==> src/rtl/obs_score_pkg.sv <==
package obs_score_pkg;
  typedef enum logic [1:0] {
    PH_LOAD  = 2'd0,
    PH_SCORE = 2'd1,
    PH_WAIT  = 2'd2,
    PH_DRAIN = 2'd3
  } phase_e;
endpackage

==> src/rtl/obs_vec_buf.sv <==
module obs_vec_buf #(
  parameter int N_FEAT = 39,
  parameter int OBS_W  = 12,
  parameter int IDX_W  = 6
) (
  input  logic                    clk_i,
  input  logic                    rst_ni,
  input  logic                    wr_en_i,
  input  logic [IDX_W-1:0]        wr_idx_i,
  input  logic signed [OBS_W-1:0] wr_data_i,
  input  logic                    rd_en_i,
  input  logic [IDX_W-1:0]        rd_idx_i,
  output logic signed [OBS_W-1:0] rd_data_o
);
  logic signed [OBS_W-1:0] mem_q [N_FEAT];

  for (genvar g = 0; g < N_FEAT; g++) begin : g_ent
    always_ff @(posedge clk_i or negedge rst_ni) begin
      if (!rst_ni)                                      mem_q[g] <= '0;
      else if (wr_en_i && wr_idx_i == IDX_W'(g))       mem_q[g] <= wr_data_i;
    end
  end

  always_comb begin
    rd_data_o = '0;
    for (int k = 0; k < N_FEAT; k++)
      if (rd_idx_i == IDX_W'(k)) rd_data_o = mem_q[k];
  end

  // vector is never rewritten while it is being replayed
  p_no_wr_during_replay_r5: assert property (@(posedge clk_i) disable iff (!rst_ni)
    !(wr_en_i && rd_en_i));
  p_wr_in_range_r2: assert property (@(posedge clk_i) disable iff (!rst_ni)
    wr_en_i |-> wr_idx_i < IDX_W'(N_FEAT));
endmodule

==> src/rtl/gauss_term_pipe.sv <==
module gauss_term_pipe #(
  parameter int OBS_W   = 12,
  parameter int WT_W    = 12,
  parameter int CONST_W = 32,
  parameter int TERM_W  = 39,
  parameter int SIDX_W  = 3
) (
  input  logic                      clk_i,
  input  logic                      rst_ni,
  input  logic                      in_valid_i,
  input  logic signed [OBS_W-1:0]   obs_i,
  input  logic signed [OBS_W-1:0]   mean_i,
  input  logic [WT_W-1:0]           wt_i,
  input  logic signed [CONST_W-1:0] cst_i,
  input  logic                      is_const_i,
  input  logic                      first_i,
  input  logic [SIDX_W-1:0]         sidx_i,
  output logic                      out_valid_o,
  output logic signed [TERM_W-1:0]  term_o,
  output logic                      first_o,
  output logic                      last_o,
  output logic [SIDX_W-1:0]         sidx_o
);
  localparam int DW = OBS_W + 1;
  localparam int SW = 2 * DW;

  // stage 1: difference
  logic                      s1_v, s1_c, s1_f;
  logic [SIDX_W-1:0]         s1_s;
  logic signed [DW-1:0]      s1_d;
  logic [WT_W-1:0]           s1_w;
  logic signed [CONST_W-1:0] s1_k;
  // stage 2: square
  logic                      s2_v, s2_c, s2_f;
  logic [SIDX_W-1:0]         s2_s;
  logic signed [SW-1:0]      s2_sq;
  logic [WT_W-1:0]           s2_w;
  logic signed [CONST_W-1:0] s2_k;
  logic signed [TERM_W-1:0]  term_d;

  always_ff @(posedge clk_i or negedge rst_ni) begin
    if (!rst_ni) begin
      s1_v <= 1'b0; s1_c <= 1'b0; s1_f <= 1'b0; s1_s <= '0;
      s1_d <= '0;   s1_w <= '0;   s1_k <= '0;
    end else begin
      s1_v <= in_valid_i;
      if (in_valid_i) begin
        s1_c <= is_const_i;
        s1_f <= first_i;
        s1_s <= sidx_i;
        s1_d <= {obs_i[OBS_W-1], obs_i} - {mean_i[OBS_W-1], mean_i};
        s1_w <= wt_i;
        s1_k <= cst_i;
      end
    end
  end

  always_ff @(posedge clk_i or negedge rst_ni) begin
    if (!rst_ni) begin
      s2_v <= 1'b0; s2_c <= 1'b0; s2_f <= 1'b0; s2_s <= '0;
      s2_sq <= '0;  s2_w <= '0;   s2_k <= '0;
    end else begin
      s2_v <= s1_v;
      if (s1_v) begin
        s2_c  <= s1_c;
        s2_f  <= s1_f;
        s2_s  <= s1_s;
        s2_sq <= SW'(s1_d) * SW'(s1_d);
        s2_w  <= s1_w;
        s2_k  <= s1_k;
      end
    end
  end

  // stage 3: weight, or bypass for the constant beat
  always_comb begin
    if (s2_c) term_d = TERM_W'(s2_k);
    else      term_d = TERM_W'(s2_sq) * TERM_W'($signed({1'b0, s2_w}));
  end

  always_ff @(posedge clk_i or negedge rst_ni) begin
    if (!rst_ni) begin
      out_valid_o <= 1'b0; term_o <= '0; first_o <= 1'b0;
      last_o <= 1'b0; sidx_o <= '0;
    end else begin
      out_valid_o <= s2_v;
      if (s2_v) begin
        term_o  <= term_d;
        first_o <= s2_f;
        last_o  <= s2_c;
        sidx_o  <= s2_s;
      end
    end
  end

  // a squared, weighted feature term is never negative
  p_term_nonneg_r3: assert property (@(posedge clk_i) disable iff (!rst_ni)
    (out_valid_o && !last_o) |-> !term_o[TERM_W-1]);
endmodule

==> src/rtl/score_acc.sv <==
module score_acc #(
  parameter int TERM_W    = 39,
  parameter int ACC_W     = 48,
  parameter int SCORE_W   = 24,
  parameter int OUT_SHIFT = 8,
  parameter int SIDX_W    = 3
) (
  input  logic                      clk_i,
  input  logic                      rst_ni,
  input  logic                      in_valid_i,
  input  logic signed [TERM_W-1:0]  term_i,
  input  logic                      first_i,
  input  logic                      last_i,
  input  logic [SIDX_W-1:0]         sidx_i,
  output logic                      wr_en_o,
  output logic [SIDX_W-1:0]         wr_idx_o,
  output logic signed [SCORE_W-1:0] wr_score_o
);
  localparam logic signed [ACC_W-1:0] SAT_HI = ACC_W'((longint'(1) <<< (SCORE_W - 1)) - 1);
  localparam logic signed [ACC_W-1:0] SAT_LO = -SAT_HI - ACC_W'(1);

  logic signed [ACC_W-1:0]   acc_q, base_d, term_x, sum_d, shr_d;
  logic signed [SCORE_W-1:0] sat_d;

  always_comb begin
    base_d = first_i ? '0 : acc_q;
    term_x = ACC_W'(term_i);
    sum_d  = base_d + term_x;
    shr_d  = sum_d >>> OUT_SHIFT;
    if (shr_d > SAT_HI)      sat_d = SAT_HI[SCORE_W-1:0];
    else if (shr_d < SAT_LO) sat_d = SAT_LO[SCORE_W-1:0];
    else                     sat_d = shr_d[SCORE_W-1:0];
  end

  always_ff @(posedge clk_i or negedge rst_ni) begin
    if (!rst_ni) begin
      acc_q      <= '0;
      wr_en_o    <= 1'b0;
      wr_idx_o   <= '0;
      wr_score_o <= '0;
    end else begin
      wr_en_o <= in_valid_i && last_i;
      if (in_valid_i) acc_q <= sum_d;
      if (in_valid_i && last_i) begin
        wr_idx_o   <= sidx_i;
        wr_score_o <= sat_d;
      end
    end
  end

  // signed accumulation never wraps
  p_no_overflow_r3: assert property (@(posedge clk_i) disable iff (!rst_ni)
    in_valid_i |-> !((base_d[ACC_W-1] == term_x[ACC_W-1]) &&
                     (sum_d[ACC_W-1] != base_d[ACC_W-1])));
endmodule

==> src/rtl/score_buf.sv <==
module score_buf #(
  parameter int N_STATES = 6,
  parameter int SCORE_W  = 24,
  parameter int SIDX_W   = 3
) (
  input  logic                      clk_i,
  input  logic                      rst_ni,
  input  logic                      wr_en_i,
  input  logic [SIDX_W-1:0]         wr_idx_i,
  input  logic signed [SCORE_W-1:0] wr_data_i,
  input  logic [SIDX_W-1:0]         rd_idx_i,
  output logic signed [SCORE_W-1:0] rd_data_o
);
  logic signed [SCORE_W-1:0] mem_q [N_STATES];

  for (genvar g = 0; g < N_STATES; g++) begin : g_ent
    always_ff @(posedge clk_i or negedge rst_ni) begin
      if (!rst_ni)                                   mem_q[g] <= '0;
      else if (wr_en_i && wr_idx_i == SIDX_W'(g))    mem_q[g] <= wr_data_i;
    end
  end

  always_comb begin
    rd_data_o = '0;
    for (int k = 0; k < N_STATES; k++)
      if (rd_idx_i == SIDX_W'(k)) rd_data_o = mem_q[k];
  end

  p_wr_in_range_r7: assert property (@(posedge clk_i) disable iff (!rst_ni)
    wr_en_i |-> wr_idx_i < SIDX_W'(N_STATES));
endmodule

==> src/rtl/log_gauss_scorer.sv <==
module log_gauss_scorer #(
  parameter int N_FEAT    = 39,
  parameter int N_STATES  = 6,
  parameter int OBS_W     = 12,
  parameter int WT_W      = 12,
  parameter int CONST_W   = 32,
  parameter int ACC_W     = 48,
  parameter int SCORE_W   = 24,
  parameter int OUT_SHIFT = 8,
  localparam int SIDX_W   = (N_STATES > 1) ? $clog2(N_STATES) : 1
) (
  input  logic                      clk_i,
  input  logic                      rst_ni,
  input  logic                      obs_valid_i,
  output logic                      obs_ready_o,
  input  logic signed [OBS_W-1:0]   obs_data_i,
  input  logic                      prm_valid_i,
  output logic                      prm_ready_o,
  input  logic signed [OBS_W-1:0]   prm_mean_i,
  input  logic [WT_W-1:0]           prm_wt_i,
  input  logic signed [CONST_W-1:0] prm_const_i,
  output logic                      score_valid_o,
  input  logic                      score_ready_i,
  output logic signed [SCORE_W-1:0] score_o,
  output logic [SIDX_W-1:0]         score_idx_o,
  output logic                      frame_done_o
);
  import obs_score_pkg::*;

  localparam int FIDX_W = $clog2(N_FEAT + 1);
  localparam int TERM_W = 2 * (OBS_W + 1) + WT_W + 1;

  phase_e            phase_q;
  logic [FIDX_W-1:0] load_cnt_q, elem_cnt_q;
  logic [SIDX_W-1:0] st_cnt_q, rd_cnt_q;
  logic              done_q;

  logic obs_fire, prm_fire, out_fire, is_const, first_beat;
  logic last_load, last_state, last_drain;

  logic signed [OBS_W-1:0]   rep_obs;
  logic                      t_valid, t_first, t_last;
  logic signed [TERM_W-1:0]  t_term;
  logic [SIDX_W-1:0]         t_sidx;
  logic                      w_en;
  logic [SIDX_W-1:0]         w_idx;
  logic signed [SCORE_W-1:0] w_score;

  assign obs_ready_o   = (phase_q == PH_LOAD);
  assign prm_ready_o   = (phase_q == PH_SCORE);
  assign score_valid_o = (phase_q == PH_DRAIN);
  assign score_idx_o   = rd_cnt_q;
  assign frame_done_o  = done_q;

  assign obs_fire   = obs_valid_i && obs_ready_o;
  assign prm_fire   = prm_valid_i && prm_ready_o;
  assign out_fire   = score_valid_o && score_ready_i;
  assign is_const   = (elem_cnt_q == FIDX_W'(N_FEAT));
  assign first_beat = (elem_cnt_q == '0);
  assign last_load  = (load_cnt_q == FIDX_W'(N_FEAT - 1));
  assign last_state = (st_cnt_q == SIDX_W'(N_STATES - 1));
  assign last_drain = (rd_cnt_q == SIDX_W'(N_STATES - 1));

  always_ff @(posedge clk_i or negedge rst_ni) begin
    if (!rst_ni) begin
      phase_q    <= PH_LOAD;
      load_cnt_q <= '0;
      elem_cnt_q <= '0;
      st_cnt_q   <= '0;
      rd_cnt_q   <= '0;
      done_q     <= 1'b0;
    end else begin
      done_q <= 1'b0;
      unique case (phase_q)
        PH_LOAD: if (obs_fire) begin
          if (last_load) begin
            load_cnt_q <= '0;
            phase_q    <= PH_SCORE;
          end else begin
            load_cnt_q <= load_cnt_q + FIDX_W'(1);
          end
        end
        PH_SCORE: if (prm_fire) begin
          if (is_const) begin
            elem_cnt_q <= '0;
            if (last_state) begin
              st_cnt_q <= '0;
              phase_q  <= PH_WAIT;
            end else begin
              st_cnt_q <= st_cnt_q + SIDX_W'(1);
            end
          end else begin
            elem_cnt_q <= elem_cnt_q + FIDX_W'(1);
          end
        end
        PH_WAIT: if (w_en && w_idx == SIDX_W'(N_STATES - 1)) begin
          phase_q <= PH_DRAIN;
          done_q  <= 1'b1;
        end
        PH_DRAIN: if (out_fire) begin
          if (last_drain) begin
            rd_cnt_q <= '0;
            phase_q  <= PH_LOAD;
          end else begin
            rd_cnt_q <= rd_cnt_q + SIDX_W'(1);
          end
        end
        default: phase_q <= PH_LOAD;
      endcase
    end
  end

  obs_vec_buf #(.N_FEAT(N_FEAT), .OBS_W(OBS_W), .IDX_W(FIDX_W)) u_vec (
    .clk_i     (clk_i),
    .rst_ni    (rst_ni),
    .wr_en_i   (obs_fire),
    .wr_idx_i  (load_cnt_q),
    .wr_data_i (obs_data_i),
    .rd_en_i   (prm_fire && !is_const),
    .rd_idx_i  (elem_cnt_q),
    .rd_data_o (rep_obs)
  );

  gauss_term_pipe #(
    .OBS_W(OBS_W), .WT_W(WT_W), .CONST_W(CONST_W), .TERM_W(TERM_W), .SIDX_W(SIDX_W)
  ) u_pipe (
    .clk_i       (clk_i),
    .rst_ni      (rst_ni),
    .in_valid_i  (prm_fire),
    .obs_i       (rep_obs),
    .mean_i      (prm_mean_i),
    .wt_i        (prm_wt_i),
    .cst_i       (prm_const_i),
    .is_const_i  (is_const),
    .first_i     (first_beat),
    .sidx_i      (st_cnt_q),
    .out_valid_o (t_valid),
    .term_o      (t_term),
    .first_o     (t_first),
    .last_o      (t_last),
    .sidx_o      (t_sidx)
  );

  score_acc #(
    .TERM_W(TERM_W), .ACC_W(ACC_W), .SCORE_W(SCORE_W), .OUT_SHIFT(OUT_SHIFT), .SIDX_W(SIDX_W)
  ) u_acc (
    .clk_i      (clk_i),
    .rst_ni     (rst_ni),
    .in_valid_i (t_valid),
    .term_i     (t_term),
    .first_i    (t_first),
    .last_i     (t_last),
    .sidx_i     (t_sidx),
    .wr_en_o    (w_en),
    .wr_idx_o   (w_idx),
    .wr_score_o (w_score)
  );

  score_buf #(.N_STATES(N_STATES), .SCORE_W(SCORE_W), .SIDX_W(SIDX_W)) u_buf (
    .clk_i     (clk_i),
    .rst_ni    (rst_ni),
    .wr_en_i   (w_en),
    .wr_idx_i  (w_idx),
    .wr_data_i (w_score),
    .rd_idx_i  (rd_cnt_q),
    .rd_data_o (score_o)
  );

  p_stable_out_r9: assert property (@(posedge clk_i) disable iff (!rst_ni)
    (score_valid_o && !score_ready_i) |=>
      (score_valid_o && $stable(score_o) && $stable(score_idx_o)));
  p_done_pulse_r8: assert property (@(posedge clk_i) disable iff (!rst_ni)
    frame_done_o |=> !frame_done_o);
  p_done_first_r8: assert property (@(posedge clk_i) disable iff (!rst_ni)
    frame_done_o |-> (score_valid_o && score_idx_o == '0));
  p_no_write_in_drain_r7: assert property (@(posedge clk_i) disable iff (!rst_ni)
    score_valid_o |-> !w_en);
  p_state_starts_clean_r6: assert property (@(posedge clk_i) disable iff (!rst_ni)
    (t_valid && t_last) |=> (w_en && w_idx == $past(t_sidx)));
endmodule

==> config.mk <==
export PLATFORM = sky130hd
export DESIGN_NAME = log_gauss_scorer
export DESIGN_NICKNAME = d
export VERILOG_FILES = /design/src/rtl/obs_score_pkg.sv /design/src/rtl/obs_vec_buf.sv /design/src/rtl/gauss_term_pipe.sv /design/src/rtl/score_acc.sv /design/src/rtl/score_buf.sv /design/src/rtl/log_gauss_scorer.sv
export SDC_FILE = /design/constraint.sdc
export NUM_CORES = 2
export LEC_CHECK = 0
export BUFFER_PORTS_ARGS = -buffer_cell sky130_fd_sc_hd__buf_4
export CAP_MARGIN = 0
export CORE_MARGIN = 3
export CORE_UTILIZATION = 50
export CTS_BUF_LIST = sky130_fd_sc_hd__clkbuf_2 sky130_fd_sc_hd__clkbuf_4 sky130_fd_sc_hd__clkbuf_8
export DETAILED_ROUTE_END_ITERATION = 12
export PLACE_DENSITY = 0.66
export SETUP_SLACK_MARGIN = 0.3
export SLEW_MARGIN = 0
export SYNTH_ARGS = -nofsm -noshare
export SYNTH_HDL_FRONTEND = slang
export SYNTH_SLANG_ARGS = --single-unit
==> constraint.sdc <==
create_clock -name clk_i -period 14.94 [get_ports clk_i]
set_clock_uncertainty 0.1 [all_clocks]
set_input_delay 1.494 -clock clk_i [delete_from_list [all_inputs] [get_ports clk_i]]
set_output_delay 1.494 -clock clk_i [all_outputs]
set_load 0.01 [all_outputs]
==> impl_metrics.yaml <==
yosys:
  synth_edf_count: 0
  syn_area_sq_mm: 0.0587
  avgSynthCellArea_sq_um: 10.7
  seq_area_frac_synth: 0.380
  async_reset_ff_frac: 1.00
  ys_ff_latch: 892
  syn_inst: 5510
  synth_cell_types: 91
  yosysWarnings: 0
  synthFlopType: "dfrtp_1"
global_routing:
  grt_max_degree: 184
  grt_pass1_wl_mm: 240
  grt_usage: 0.248
  first_global_vias: 43000
  antenna_found_initial: 2
  grt-ovfl-total: 0
timing:
  period_share: 0.505
  rsz0062_at_grt: "false"
  fin_crit_ps: 7540
  slew_violations: 0
  setup_viol_count_final: 0
  tns_ps: 0
  fmax_mhz: 133
  hold_violations: 0
  tightest_slew_ps: 1250
  slew_headroom: 0.166
floorplan:
  ios: 104
  fp.dieH_um: 349
  die-area_sq_mm: 0.122
  row_count: 125
  core_area_sq_mm: 0.116
  initial_core_util: 0.505
  die_w_um: 349
final_layout:
  n_fill_cell: 10200
  final_common_cell: "dfrtp_1"
  syn_to_final_growth_pct: 9.17
  nNetsFinal: 6212
  drive_gt1_frac: 0.220
  final_cell_mix: "dfrtp_1 (888), mux2_2 (720), nand2_1 (553)"
  stdcell_area_sq_mm: 0.0641
clock_tree:
  clk_pin_slew_ps: 60
  clockBufferDepth: 3
  postCtsHoldBufs: 0
  post_cts_buffers: 0
  cts_tree: "built"
  cts_resized: 0
  insertion_delay_ps: 870
  numCtsBuffers: 154
  cts_root_buffer: "clkbuf_8"
  cts_sinks: 892
  htreeDepth: 4
route:
  top_layer_used: "met4"
  met3_length_mm: 6.87
  drt-total-wl_mm: 148
  drtAntennaViolNets: 0
  drt-pass1-iter-count: 7
  avgRoutedWirePerCell_um: 20.8
  drt_iter0_drc: 2761
  dr_wl_met2_mm: 70.5
  vias: 41000
  met1_length_mm: 66.8
  via_per_inst: 5.74
  drc: 0
setup_path:
  cpPeakStageDelay_ps: 900
  worstPathRequired_ps: 15600
  crit_fanout: 16
  cp_slowest_cell: "nor2b_1"
  setup.worst_path.start: "elem_cnt_q[3]$_DFFE_PN0P_"
  path_common_cell: "a21oi_1"
  cp-endpoint: "u_pipe.s1_d[12]$_DFFE_PN0P_"
  timing_worst_setup_path_type: "flip-flop to flip-flop"
  worstPathArrival_ps: 8200
  reg2regPathDepth: 26
  end_kind: "flip-flop"
  r2r_end: "u_pipe.s1_d[12]$_DFFE_PN0P_"
  worst_r2r_startpoint: "elem_cnt_q[3]$_DFFE_PN0P_"
  critPathLaunchType: "flip-flop"
  r2r_slack_ps: 7400
place:
  post-dp-hpwl_mm: 102
  io_buffers: 103
  place.gp.congestion: 0.879
  placed_cell_area_sq_mm: 0.0606
job:
  cap_violations: 0
min_path:
  hp-class: "flip-flop to flip-flop"
outcome:
  outcome: "completed"
synthesized netlist by cell type (all sizes together), types with 20 or more instances:
cell type,count,share of area
a31oi,32,0.0037
xnor2,84,0.013
mux2i,39,0.0066
nor2b,66,0.0070
a221o,22,0.0038
ha,229,0.049
o221ai,32,0.0048
clkbuf,302,0.019
nor2,268,0.017
nor3,59,0.0051
nand2,555,0.036
nand3,96,0.0082
inv,478,0.031
o21a,33,0.0042
xor2,23,0.0034
a211oi,28,0.0038
a21oi,202,0.017
dfrtp,892,0.38
nand2b,22,0.0023
o21ai,206,0.018
mux2,720,0.14
a21o,52,0.0066
and2,214,0.023
and3,26,0.0028
o22ai,60,0.0085
a22oi,48,0.0061
o31ai,20,0.0026
a221oi,42,0.0063
buf,33,0.0027
fa,416,0.14
stage by stage:
step,hold WS (ps),instances,utilization,setup slack [ps]
final,365,7147,0.551,7400
after global routing,383,7146,0.551,6920
after CTS,375,7144,0.551,7570
after detailed placement,358,6862,0.521,7610
after global placement,354,6862,0.521,7740
after floorplan,252,5512,-,8550
flip-flops by register name (all words and copies together) (netlist names), 6 cells and up:
name              flops
u_acc.wr_score_o     24
elem_cnt_q            6
u_pipe.s2_w          12
load_cnt_q            6
u_pipe.s1_w          12
u_pipe.s2_k          32
u_pipe.s1_k          32
u_acc.acc_q          48
u_vec.mem_q         468
u_pipe.s2_sq         25
u_buf.mem_q         144
u_pipe.s1_d          13
u_pipe.term_o        39
routing by layer:
metal | track usage | vias up
met4 | 0.0825 | 0
met3 | 0.0353 | 261
met1 | 0.341 | 21000
met5 | 0 | -
met2 | 0.407 | 1012
li1 | - | 18700
final cells by class:
type / count / area, sq um / area share
tap: 1524 / 1910 / 0.0298
clock buffer: 249 / 3100 / 0.0483
antenna: 3 / 7.51 / 0.000117
multi-input combinational: 3806 / 33400 / 0.521
timing repair buffer: 161 / 1250 / 0.0196
sequential: 892 / 22300 / 0.348
clock inverter: 33 / 342 / 0.00533
inverter: 479 / 1800 / 0.0281
worst max-delay path, delay by kind of cell (launching register included):
kind                     cells  cell delay [ps]
buffers and inverters        1               60
flip-flops                   1              560
AO/OA/AOI/OAI               17             3760
adder cells (fa/ha/maj)      2              610
AND/OR/NAND/NOR              6             2370
cell families after synthesis:
| family | synth area share |
|---|---|
| simple gates | 0.111 |
| compound gates | 0.105 |
| flops | 0.380 |
| buf+inv | 0.0526 |
| mux | 0.145 |
| fa+ha+maj | 0.191 |
| xor+xnor | 0.0161 |
| other cells | 0.000128 |
worst min-delay path by stage:
stage	slack, ps	depth (start not counted)	start	to
floorplan	250	0	u_pipe.s1_v$_DFF_PN0_	u_pipe.s2_v$_DFF_PN0_
global placement	350	2	u_pipe.s1_s[2]$_DFFE_PN0P_	u_pipe.s1_s[2]$_DFFE_PN0P_
detailed placement	360	2	u_pipe.s1_w[8]$_DFFE_PN0P_	u_pipe.s1_w[8]$_DFFE_PN0P_
CTS	370	2	u_pipe.s1_s[2]$_DFFE_PN0P_	u_pipe.s1_s[2]$_DFFE_PN0P_
global route	380	2	u_pipe.s1_k[26]$_DFFE_PN0P_	u_pipe.s1_k[26]$_DFFE_PN0P_
finish	370	2	u_pipe.s1_s[2]$_DFFE_PN0P_	u_pipe.s1_s[2]$_DFFE_PN0P_
Power is not shown: default switching activity piles up to over one toggle a cycle in this logic, so the estimate is an artifact.
